<file path="src/rtl/wdt_pkg.sv">
package wdt_pkg;

    localparam int REG_ADDR_W = 2;

    typedef enum logic [REG_ADDR_W-1:0] {
        SEL_START  = 2'd0,
        SEL_RELOAD = 2'd1,
        SEL_STATUS = 2'd2,
        SEL_COUNT  = 2'd3
    } reg_sel_e;

    typedef enum logic [1:0] {
        OP_HOLD = 2'd0,
        OP_LOAD = 2'd1,
        OP_DEC  = 2'd2
    } cnt_op_e;

    typedef struct packed {
        logic wr_start;
        logic wr_reload;
        logic clr_flag;
    } strobes_t;

    function automatic logic start_value_ok(input int unsigned value, input int unsigned floor);
        return value >= floor;
    endfunction

endpackage

</file>
<file path="src/rtl/wdt_decode.sv">
module wdt_decode import wdt_pkg::*; #(
    parameter int DATA_W = 8,
    parameter int CNT_W  = 6
) (
    input  logic [REG_ADDR_W-1:0] bus_addr,
    input  logic                  wr_en,
    input  logic                  rd_en,
    input  logic [DATA_W-1:0]     wr_data,
    input  logic [CNT_W-1:0]      start_val,
    input  logic [CNT_W-1:0]      count,
    input  logic                  flag,
    output strobes_t              strobes,
    output logic [CNT_W-1:0]      start_cand,
    output logic [DATA_W-1:0]     rd_data
);
    reg_sel_e sel;
    logic     unused_rsvd;

    assign sel         = reg_sel_e'(bus_addr);
    assign start_cand  = wr_data[CNT_W-1:0];
    assign unused_rsvd = ^wr_data[DATA_W-1:CNT_W];

    always_comb begin
        strobes           = '0;
        strobes.wr_start  = wr_en && (sel == SEL_START);
        strobes.wr_reload = wr_en && (sel == SEL_RELOAD);
        strobes.clr_flag  = wr_en && (sel == SEL_STATUS) && wr_data[0];
    end

    always_comb begin
        rd_data = '0;
        if (rd_en) begin
            unique case (sel)
                SEL_START:  rd_data = DATA_W'(start_val);
                SEL_RELOAD: rd_data = '0;
                SEL_STATUS: rd_data = DATA_W'(flag);
                SEL_COUNT:  rd_data = DATA_W'(count);
                default:    rd_data = '0;
            endcase
        end
    end
endmodule

</file>
<file path="src/rtl/wdt_start_reg.sv">
module wdt_start_reg import wdt_pkg::*; #(
    parameter int CNT_W      = 6,
    parameter int MIN_START  = 4,
    parameter int RESET_START = 4
) (
    input  logic             clk,
    input  logic             rst,
    input  logic             wr,
    input  logic [CNT_W-1:0] cand,
    output logic [CNT_W-1:0] start_val
);
    logic accept;

    assign accept = wr && start_value_ok(int'(cand), MIN_START);

    always_ff @(posedge clk) begin
        if (rst)
            start_val <= CNT_W'(RESET_START);
        else if (accept)
            start_val <= cand;
    end

    assert_start_floor_R4: assert property (@(posedge clk) disable iff (rst)
        int'(start_val) >= MIN_START);

    assert_reject_low_R4: assert property (@(posedge clk) disable iff (rst)
        (wr && int'(cand) < MIN_START) |=> $stable(start_val));
endmodule

</file>
<file path="src/rtl/wdt_counter.sv">
module wdt_counter import wdt_pkg::*; #(
    parameter int CNT_W       = 6,
    parameter int RESET_START = 4
) (
    input  logic             clk,
    input  logic             rst,
    input  logic             reload,
    input  logic             tick,
    input  logic [CNT_W-1:0] start_val,
    output logic [CNT_W-1:0] count,
    output logic             expire
);
    cnt_op_e op;

    always_comb begin
        if (reload)
            op = OP_LOAD;
        else if (tick && count != '0)
            op = OP_DEC;
        else
            op = OP_HOLD;
    end

    assign expire = (op == OP_DEC) && (count == CNT_W'(1));

    always_ff @(posedge clk) begin
        if (rst)
            count <= CNT_W'(RESET_START);
        else begin
            unique case (op)
                OP_LOAD: count <= start_val;
                OP_DEC:  count <= count - 1'b1;
                default: count <= count;
            endcase
        end
    end

    assert_load_R3: assert property (@(posedge clk) disable iff (rst)
        reload |=> count == $past(start_val));

    assert_step_R5: assert property (@(posedge clk) disable iff (rst)
        (!reload && tick && count != '0) |=> count == $past(count) - 1'b1);

    assert_idle_R5: assert property (@(posedge clk) disable iff (rst)
        (!reload && !tick) |=> $stable(count));

    assert_zero_hold_R7: assert property (@(posedge clk) disable iff (rst)
        (!reload && count == '0) |=> count == '0);
endmodule

</file>
<file path="src/rtl/wdt_status.sv">
module wdt_status (
    input  logic clk,
    input  logic rst,
    input  logic set,
    input  logic clr,
    output logic flag
);
    always_ff @(posedge clk) begin
        if (rst)
            flag <= 1'b0;
        else if (set)
            flag <= 1'b1;
        else if (clr)
            flag <= 1'b0;
    end

    assert_set_R6: assert property (@(posedge clk) disable iff (rst)
        set |=> flag);

    assert_sticky_R10: assert property (@(posedge clk) disable iff (rst)
        (flag && !clr) |=> flag);

    assert_clear_R9: assert property (@(posedge clk) disable iff (rst)
        (clr && !set) |=> !flag);
endmodule

</file>
<file path="src/rtl/wdt_timer.sv">
module wdt_timer import wdt_pkg::*; #(
    parameter int DATA_W      = 8,
    parameter int CNT_W       = 6,
    parameter int MIN_START   = 4,
    parameter int RESET_START = 4
) (
    input  logic                  clk,
    input  logic                  rst,
    input  logic [REG_ADDR_W-1:0] bus_addr,
    input  logic                  wr_en,
    input  logic                  rd_en,
    input  logic [DATA_W-1:0]     wr_data,
    output logic [DATA_W-1:0]     rd_data,
    input  logic                  tick,
    output logic                  timeout
);
    strobes_t         strobes;
    logic [CNT_W-1:0] start_cand;
    logic [CNT_W-1:0] start_val;
    logic [CNT_W-1:0] count;
    logic             expire;
    logic             flag;

    wdt_decode #(.DATA_W(DATA_W), .CNT_W(CNT_W)) u_decode (
        .bus_addr   (bus_addr),
        .wr_en      (wr_en),
        .rd_en      (rd_en),
        .wr_data    (wr_data),
        .start_val  (start_val),
        .count      (count),
        .flag       (flag),
        .strobes    (strobes),
        .start_cand (start_cand),
        .rd_data    (rd_data)
    );

    wdt_start_reg #(.CNT_W(CNT_W), .MIN_START(MIN_START), .RESET_START(RESET_START)) u_start (
        .clk       (clk),
        .rst       (rst),
        .wr        (strobes.wr_start),
        .cand      (start_cand),
        .start_val (start_val)
    );

    wdt_counter #(.CNT_W(CNT_W), .RESET_START(RESET_START)) u_counter (
        .clk       (clk),
        .rst       (rst),
        .reload    (strobes.wr_reload),
        .tick      (tick),
        .start_val (start_val),
        .count     (count),
        .expire    (expire)
    );

    wdt_status u_status (
        .clk  (clk),
        .rst  (rst),
        .set  (expire),
        .clr  (strobes.clr_flag),
        .flag (flag)
    );

    assign timeout = flag;

    assert_expire_pin_R6: assert property (@(posedge clk) disable iff (rst)
        (count == CNT_W'(1) && tick && !strobes.wr_reload) |=> (timeout && count == '0));
endmodule

</file>
<file path="config.mk">
export PLATFORM = sky130hd
export DESIGN_NAME = wdt_timer
export DESIGN_NICKNAME = d
export VERILOG_FILES = /design/src/rtl/wdt_pkg.sv /design/src/rtl/wdt_decode.sv /design/src/rtl/wdt_start_reg.sv /design/src/rtl/wdt_counter.sv /design/src/rtl/wdt_status.sv /design/src/rtl/wdt_timer.sv
export SDC_FILE = /design/constraint.sdc
export NUM_CORES = 1
export LEC_CHECK = 0
export ABC_AREA = 1
export ABC_CLOCK_PERIOD_IN_PS = 1300
export BUFFER_PORTS_ARGS = -buffer_cell sky130_fd_sc_hd__buf_2
export CORE_ASPECT_RATIO = 1.1
export CORE_MARGIN = 8
export CORE_UTILIZATION = 46
export DETAILED_ROUTE_END_ITERATION = 16
export GPL_TIMING_DRIVEN = 1
export PLACE_DENSITY_LB_ADDON = 0.1
export SLEW_MARGIN = 25
export SYNTH_ARGS = -nofsm -noshare
export SYNTH_HDL_FRONTEND = slang
export SYNTH_HIERARCHICAL = 1
export SYNTH_SLANG_ARGS = --single-unit
</file>
<file path="constraint.sdc">
create_clock -name clk -period 1.3 [get_ports clk]
set_input_delay 0.13 -clock clk [delete_from_list [all_inputs] [get_ports clk]]
set_output_delay 0.13 -clock clk [all_outputs]
set_load 0.005 [all_outputs]
</file>
# After elaboration in Yosys (flattened, before gate mapping)

Cells that the tools add are included.
W data, S select, Z words.

Add/subtract/negate cells: 1
Order comparisons: 1
Eq/ne operators: 6
Muxes and demuxes: 7
Reductions and logical operators: 11

Operators with widths:

| kind                  | number |
|---|---|
| $pmux W8 S4           | 1 |
| $pmux W6 S2           | 1 |
| $mux W8               | 1 |
| $logic_and A1 B1 Y1   | 7 |
| $eq A2 B2 Y1 const B  | 3 |
| $eq A6 B1 Y1 const B  | 1 |
| $ge A6 B3 Y1 const B  | 1 |
| $reduce_bool A6 Y1    | 1 |
| $sub A6 B1 Y6 const B | 1 |
| $eq A2 B1 Y1 const B  | 2 |
| $mux W2               | 2 |
| $reduce_bool A2 Y1    | 2 |
| $logic_not A2 Y1      | 1 |
| $mux W1               | 2 |

Register bits after elaboration: 13
Output and inout port bits: 9
Logic and storage cells: 29

# Depth between registers and ports, before layout

Gate-level depths: netlist of run 1.

Word-level depth: 7
Depth in mapped cells: 9
Depth with buffers taken out: 9

# By module

The synthesis of run 1 kept the hierarchy.

Modules (own cells, without submodules):

| module        | times used | cells an instance | area an instance (um2) | seq. area each (um2) |
|---|---|---|---|---|
| wdt_counter   | 1          | 65                | 425.4                  | 120.1 |
| wdt_start_reg | 1          | 28                | 224.0                  | 120.1 |
| wdt_decode    | 1          | 41                | 198.9                  | 0.0 |
| wdt_status    | 1          | 5                 | 40.0                   | 20.0 |

# Worst setup path after synthesis of run 1

OpenSTA, ideal clock, no wires.

Path kind: input-to-reg
Start: input bus_addr[0]
End: register u_counter.count[4]
Library setup time: 111 ps
Data arrival time: 1137 ps
Required time: 1189 ps
Slack: 51 ps
Stages on the path: 7
Cell sequence: inv_1 nor3_1 inv_2 nand3_1 nor2_1 nor2_1 nor2_1

RTL lines:

| element              | line              | source |
|---|---|---|
| from (decl)          | wdt_timer.sv:9    | `input logic [REG_ADDR_W-1:0] bus_addr,` |
| to (signal assigned) | wdt_counter.sv:28 | `count <= CNT_W'(RESET_START);` |
| to (signal assigned) | wdt_counter.sv:31 | `OP_LOAD: count <= start_val;` |
| to (signal assigned) | wdt_counter.sv:32 | `OP_DEC: count <= count - 1'b1;` |
| to (decl)            | wdt_counter.sv:10 | `output logic [CNT_W-1:0] count,` |

# Worst setup path after layout of run 1

Start: register u_counter.count[0]
End: output rd_data[0]

Word-level cells in the longest chain between the ends: 2

Ends and longest elaborated chain:

| element     | line             | source |
|---|---|---|
| $pmux W8 S4 | wdt_decode.sv:33 | `unique case (sel)` |
| $mux W8     | wdt_decode.sv:32 | `if (rd_en) begin` |
| to (decl)   | wdt_timer.sv:13  | `output logic [DATA_W-1:0] rd_data,` |

Every way passes these cells. The select of a mux whose other input is x is not followed.

==> results of run 1 <==
-- critical path, delay by kind of cell, from the launching register on --
kind          cells  cell delay [ns]
flops             1             0.33
simple gates      3             0.21
buf+inv           3             0.28
-- registers in the layout, indices dropped and copies added, names as in the netlist --
register	cells
u_status/flag	1
u_start/start_val	6
u_counter/count	6
-- report_power, final --
part | internal (uW) | switching [uW] | total (uW)
Clock | 118 | 125 | 243
Sequential | 426 | 28.4 | 455
Combinational | 117 | 153 | 270
-- routing by layer --
layer  share of wire  GRT usage  vias to the layer above
li1                -          -                      483
met1            0.45      0.126                      395
met2            0.50      0.221                       19
met3           0.039     0.0247                        4
met4           0.016     0.0490                        0
met5               0          0                        -
-- placed cells by master, fill, tap and decap left out --
master and n:
a21oi_1 13, nand2_2 2, nand2_4 1, or2_1 1, nand2_1 39, nor3_1 2
buf_4 7, conb_1 2, nor2_1 12, nand4_1 3, inv_2 3, inv_1 10
nand3_1 16, dfxtp_2 1, clkbuf_1 1, nand3_2 2, clkbuf_4 3, clkinv_1 1
buf_2 19, nor2_2 5, xor2_1 1, ha_1 3, dfxtp_1 12, xnor2_1 2
a21oi_2 1
-- what timing repair did --
action                     4_1_cts  5_1_grt
setup endpoints to repair        1        5
gates cloned                     0        0
pin swaps                        0        1
gates resized for setup          1        4
-- final timing paths --
kind	slack (ns)	cells past startpoint	end	from
min reg2reg	0.47	2	u_start/start_val[2]	u_start/start_val[2]
min	0.09	3	u_start/start_val[2]	wr_data[2]
max reg2reg	0.09	6	u_counter/count[2]	u_counter/count[0]
max	0.08	6	rd_data[0]	u_counter/count[0]
-- cell families after synthesis --
kind of cell,Yosys count
xor+xnor,3
buf+inv,22
simple gates,83
compound gates,14
flops,13
fa+ha+maj,3
other cells,1
-- final cells by class --
type / count / area [um^2]
Tap cell: 18 / 22.5
Timing Repair Buffer: 26 / 148
Fill cell: 183 / 764
Inverter: 14 / 52.6
Multi-Input combinational cell: 105 / 527
Clock buffer: 4 / 26.3
Sequential cell: 13 / 262
-- through the flow --
| stage | area, um^2 | power [uW] | cells |
|---|---|---|---|
| after floorplan | 892 | 649 | 140 |
| after global placement | 1000 | 721 | 176 |
| after detailed placement | 1000 | 729 | 176 |
| after CTS | 1030 | 978 | 180 |
| after global routing | 1040 | 1040 | 180 |
| final | 1040 | 968 | 180 |
==> flow_summary.yaml, run 1 <==
die:
  die_y_um: 62.1
  rows: 16
  core_um2: 1800
  fp.dieW_um: 57.9
  design.die.area_um2: 3600
  initial_core_util: 0.493
  io_pins: 24
yosys:
  netlist_area_um2: 888
  synth_cell_types: 21
  yosysSeqAreaShare: 0.293
  synth_area_leader_cell: "dfxtp_1"
  yosysMostFrequentCell: "nand2_1"
  synth_compound_area_frac: 0.0831
  synth_common_cells: "nand2_1, nand3_1, a21oi_1, dfxtp_1, nor2_1"
  synth_mux_area_frac: 0
  netlist.area_leader.share: 0.293
  synth-async-reset-ratio: 0
  synth-simple-area-share: 0.421
  synth_top_family_by_area: "simple AND/OR/NAND/NOR gates"
  ys_seq_elements: 13
  synth.avg_cell_area_um2: 6.39
  synthFlopType: "dfxtp_1"
  syn_inst: 139
  synthAdderAreaFrac: 0.0423
  ys_warn_count: 6
  synth_area_leaders: "dfxtp_1, nand2_1, nand3_1, a21oi_1, buf_4"
  synth_edf_count: 0
  synth_xor_area_frac: 0.0296
placement:
  port_buffers: 19
  dp_slack_ns: 0.0223
  dp_hpwl_um: 1690
  globalplace.congestion: 0.872
clock_tree:
  cts_buffer_depth: 2
  postCtsSetupBuffers: 0
  cts_tree: "built"
  root_buffer: "clkbuf_4"
  cts.clk_slew.worst_paths_ns: 0.08
  cts_buffers: 3
  clk_latency_ns: 0.27
  holdBufCountCts: 0
  h-tree-depth: 1
  cts.sinks: 13
worst_setup_path:
  cp.required_ns: 1.17
  endpoint_kind: "primary output"
  crit_path_max_incr_delay_ns: 0.33
  cpMaxStageDelayCell: "dfxtp_1"
  cp_max_fo: 3
  crit_type: "flop to primary output"
  cp-start-kind: "flop"
  worstPathCellList: "buf_4, nand3_1, nand3_1, nand2_1, inv_1, buf_2"
  arrival_ns: 1.09
  path_common_cell: "nand3_1"
timing:
  finalCriticalPeriod_ns: 1.22
  fin_tns_setup_ns: 0
  fin_crit_sh: 0.940
  final_hold_viol_count: 0
  drv_slew: 0
  fmax_mhz: 818
  rsz0062_at_grt: "false"
  fin_skew_ns: 0.00557
  setup_violations: 0
  fin_ws_ns: 0.0775
  fin_hold_ws_ns: 0.0886
pwr:
  powerDensity_nw_per_um2: 934
  ir_worst_vdd_mv: 0.667
  p_leak_uw: 0.000494
drt:
  drt_pass1_iterations: 4
  post_drt_via_cell_ratio: 5.01
  drt_iter0_markers: 19
  num_vias: 901
  drt_wl_total_um: 2010
  drc_errors: 0
  final_antenna_net_count: 0
  wl_per_cell_um: 11.2
run_status:
  outcome: "complete, no violations"
cells_and_area:
  antennaDiodeCount: 0
  final_util: 0.576
  syn2layout_area_growth_pct: 16.8
  nNetsFinal: 181
  drive_gt1_frac: 0.272
grt:
  grtUsageTotal: 0.117
  first_global_vias: 852
  grt_max_degree: 12
  grt_pass1_wl_um: 3390
  grt_overflow: 0
  antenna_found_initial: 0
run:
  cap_violations: 0
hold_path:
  hold_path_class: "primary input to flop"
(Power assumes the default switching activity.)
==> run 2: changes to the inputs <==
- CORE_ASPECT_RATIO: 1.1 -> not set
==> flow_summary.yaml, run 2 (synthesis gave the netlist of run 1 again) <==
die:
  die_y_um: 59.9
  core_um2: 1880
  io_pins: 24
  fp.dieW_um: 59.9
  design.die.area_um2: 3590
  initial_core_util: 0.472
  rows: 16
grt:
  grt_pass1_wl_um: 3800
  grtUsageTotal: 0.139
  grt_overflow: 0
  first_global_vias: 886
  antenna_found_initial: 0
  grt_max_degree: 12
hold_path:
  hold_path_depth: 3
  hold_path_class: "primary input to flop"
  hold_start: "wr_data[2]"
  hold_end: "u_start/start_val[2]"
run:
  cap_violations: 0
clock_tree:
  cts_tree: "built"
  cts.sinks: 13
  cts_buffer_depth: 2
  clk_latency_ns: 0.27
  postCtsSetupBuffers: 0
  h-tree-depth: 1
  cts.clk_slew.worst_paths_ns: 0.08
  root_buffer: "clkbuf_4"
  cts_buffers: 3
timing:
  final_hold_viol_count: 0
  fin_skew_ns: 0.00373
  setup_violations: 0
  fin_crit_sh: 0.935
  fmax_mhz: 822
  drv_slew: 0
  rsz0062_at_grt: "true"
  finalCriticalPeriod_ns: 1.22
  fin_hold_ws_ns: 0.0976
cells_and_area:
  antennaDiodeCount: 0
  layout_commonest_cell: "nand2_1"
  fillers: 208
  drive_gt1_frac: 0.296
  multiInputGateArea_um2: 536
  top_regs: "u_counter/count x6, u_start/start_val x6, u_status/flag x1"
  mostFrequentLayoutCells: "nand2_1, buf_2, nand3_1"
  final_util: 0.564
  regArea_um2: 263
  nNetsFinal: 181
  syn2layout_area_growth_pct: 19.6
placement:
  dp_hpwl_um: 1710
  port_buffers: 19
  globalplace.congestion: 0.835
pwr:
  p_leak_uw: 0.000493
  powerDensity_nw_per_um2: 926
  ir_worst_vdd_mv: 0.464
drt:
  drt_wl_total_um: 2140
  post_drt_via_cell_ratio: 4.77
  final_antenna_net_count: 0
  drt_pass1_iterations: 4
  num_vias: 902
  drt_iter0_markers: 24
  drc_errors: 0
  wl_per_cell_um: 11.3
worst_setup_path:
  reg2reg_from: "u_counter/count[1]"
  r2r_cells: 7
  worstReg2RegEnd: "u_status/flag"
  cp.required_ns: 1.51
  endpoint_kind: "flop"
  crit_type: "flop to flop"
  arrival_ns: 1.42
  cp_max_fo: 4
  cp-start-kind: "flop"
  r2r_setup_slack_ns: 0.08
run_status:
  outcome: "complete, no violations"
[run 2: cell count changes in the layout (fill, tap and decap cells not counted)]
cell / delta
dfxtp_1: -1
buf_6: +1
nor2_1: -1
ha_1: -1
ha_2: +1
a21oi_1: -1
a21oi_2: +1
dfxtp_2: +1
nor2_2: +1
buf_4: -1
[run 2: power breakdown]
part           switching (uW)  leakage, uW  internal (uW)
Clock                     126    0.0000150            119
Combinational             160     0.000372            123
Sequential               29.6     0.000107            427
[run 2: worst max-delay path, cell delays in order (launching register included)]
cell and delay (ns):
dfxtp_2 0.36, inv_2 0.06, ha_1 0.18, nand3_2 0.12, nand3_2 0.12, nor2_1 0.11
inv_1 0.06, a21oi_2 0.14
[run 2: how the worst max path moves through the flow]
stage                        from                 end  slack, ns
6_report       u_counter/count[1]       u_status/flag       0.08
2_1_floorplan         bus_addr[0]  u_counter/count[4]       0.05
4_1_cts        u_counter/count[1]  u_counter/count[3]       0.01
5_1_grt        u_counter/count[1]  u_counter/count[3]      -0.03
3_3_place_gp   u_counter/count[1]  u_counter/count[2]       0.05
3_5_place_dp   u_counter/count[1]       u_status/flag      0.001
[run 2: what timing repair did]
action                                  in CTS  in global routing
hold buffers                                 0                  0
gates resized for setup                      1                  9
endpoints found under the hold margin        0                  0
endpoints found under the setup margin       2                  6
pin swaps                                    0                  3
[run 2: layout make-up]
class | count | area share
inverter | 14 | 0.0495
multi-input combinational | 105 | 0.504
sequential | 13 | 0.247
timing repair buffer | 26 | 0.143
clock buffer | 4 | 0.0247
tap | 27 | 0.0318
[run 2: per-stage QoR]
step | setup TNS, ns | cells | instance area, um^2 | worst slack (ns) | total power [uW]
CTS | 0 | 189 | 1040 | 0.0128 | 989
finish | 0 | 189 | 1060 | 0.0840 | 984
floorplan | 0 | 140 | 892 | 0.0514 | 649
global route | -0.0656 | 189 | 1060 | -0.0276 | 1070
detailed placement | 0 | 185 | 1010 | 0.00110 | 730
global placement | 0 | 185 | 1010 | 0.0452 | 723
[run 2: per-layer routing]
metal  track usage  vias to the layer above  share of wire
li1              -                      486              -
met1         0.166                      393           0.46
met2         0.215                       21           0.46
met3        0.0516                        2          0.072
met4        0.0612                        0         0.0061
met5             0                        -              0
==> run 3: changes to the inputs <==
- ABC_CLOCK_PERIOD_IN_PS: 1300 -> 1040
- SLEW_MARGIN: 25 -> 10
- clock period: 1.3 -> 1.04 ns (I/O delays scaled with it)
==> flow_summary.yaml, run 3 (synthesis gave the netlist of run 1 again) <==
cells_and_area:
  antennaDiodeCount: 0
  syn2layout_area_growth_pct: 48.5
  layout_commonest_cell: "nand2_1"
  fillers: 181
  drive_gt1_frac: 0.494
  mostFrequentLayoutCells: "nand2_1, buf_2, buf_4"
  nNetsFinal: 193
  final_util: 0.701
  top_regs: "u_counter/count x6, u_start/start_val x6, u_status/flag x1"
placement:
  dp_hpwl_um: 1840
  globalplace.congestion: 0.835
  port_buffers: 19
  dp_slack_ns: -0.0923
hold_path:
  hold_path_depth: 3
  hold_path_class: "primary input to flop"
  hold_start: "wr_data[2]"
  hold_end: "u_start/start_val[2]"
die:
  rows: 16
  core_um2: 1880
  fp.dieW_um: 59.9
  die_y_um: 59.9
  design.die.area_um2: 3590
  initial_core_util: 0.472
  io_pins: 24
clock_tree:
  root_buffer: "clkbuf_4"
  clk_latency_ns: 0.28
  cts.sinks: 13
  cts_tree: "built"
  h-tree-depth: 1
  cts.clk_slew.worst_paths_ns: 0.08
  cts_buffers: 3
  cts_buffer_depth: 2
pwr:
  ir_worst_vdd_mv: 0.923
  powerDensity_nw_per_um2: 1080
  p_leak_uw: 0.000612
worst_setup_path:
  cp.required_ns: 1.21
  reg2reg_from: "u_counter/count[1]"
  r2r_cells: 9
  arrival_ns: 1.35
  cpMaxStageDelayCell: "dfxtp_4"
  crit_type: "flop to flop"
  crit_path_max_incr_delay_ns: 0.36
  path_common_cell: "nand2_1"
  worstReg2RegEnd: "u_counter/count[3]"
  cp-start-kind: "flop"
  worstPathCellList: "inv_4, ha_4, nand3_4, nand2_8, nor2_4, nand2_1, nand3_1, nand2_1, inv_1"
  cp_max_fo: 7
  endpoint_kind: "flop"
  crit_start: "u_counter/count[1]"
  r2r_setup_slack_ns: -0.13
grt:
  grt_overflow: 0
  grt_pass1_wl_um: 4240
  first_global_vias: 996
  antenna_found_initial: 0
  grt_max_degree: 12
  grtUsageTotal: 0.154
timing:
  rsz0062_at_grt: "true"
  fin_crit_sh: 1.13
  fmax_mhz: 852
  fin_tns_setup_ns: -1.20
  fin_hold_ws_ns: 0.0696
  setup_violations: 13
  final_hold_viol_count: 0
  finalCriticalPeriod_ns: 1.17
  fin_skew_ns: 0.00656
  fin_ws_ns: -0.133
  drv_slew: 0
run_status:
  outcome: "finished with violations"
  violations: "setup timing"
drt:
  num_vias: 980
  drt_iter0_markers: 26
  wl_per_cell_um: 12.2
  final_antenna_net_count: 0
  drt_wl_total_um: 2460
  drt_pass1_iterations: 4
  drc_errors: 0
  post_drt_via_cell_ratio: 4.88
run:
  cap_violations: 0
run 3: cell count changes in the layout (fill, tap and decap cells not counted), sizes merged:
cell  change
buf      +12
run 3: repair_timing:
item | 4_1_cts | 5_1_grt
endpoints found under the setup margin | 13 | 13
hold buffers | 0 | 0
gates cloned | 0 | 0
resized for setup | 25 | 12
setup buffers | 4 | 2
pin swaps | 12 | 10
run 3: worst max-delay path by stage:
stage                          to  depth (start not counted)
2_1_floorplan  u_counter/count[3]                          9
3_3_place_gp   u_counter/count[4]                          7
3_5_place_dp   u_counter/count[3]                          9
4_1_cts                rd_data[0]                          6
5_1_grt        u_counter/count[3]                          7
6_report       u_counter/count[3]                          9
run 3: layout make-up:
cell class / count / area (um^2) / share of cell area
multi-input cells: 105 / 673 / 0.510
well taps: 27 / 33.8 / 0.0256
clock buffers: 4 / 26.3 / 0.0199
repair buffers: 38 / 256 / 0.194
flip-flops and latches: 13 / 272 / 0.206
inverters: 14 / 57.6 / 0.0436
run 3: worst max-delay path, delay by kind of cell, from the launching register on:
kind	cells	cell delay, ns
and+or+nand+nor	6	0.46
adders and majority gates	1	0.14
buffers and inverters	2	0.11
DFF	1	0.36
run 3: report_power, final:
part / leakage [uW] / total [uW] / internal (uW) / switching (uW)
clock network: 0.0000150 / 316 / 149 / 167
logic: 0.000488 / 533 / 251 / 282
registers: 0.000109 / 570 / 538 / 32.7
run 3: layer usage:
layer / part of all wire / up-vias / global-route usage / wire [um]
li1: - / 506 / - / -
met1: 0.43 / 456 / 0.165 / 1060
met2: 0.52 / 16 / 0.278 / 1270
met3: 0.050 / 2 / 0.0387 / 123
met4: 0.0057 / 0 / 0.0612 / 14
met5: 0 / - / 0 / 0
run 3: per-stage QoR:
stage	std cells	power, uW	cell area (um^2)
after floorplan	140	848	936
after global placement	191	977	1100
after detailed placement	191	995	1100
after CTS	199	1410	1270
after global routing	201	1510	1320
final	201	1420	1320
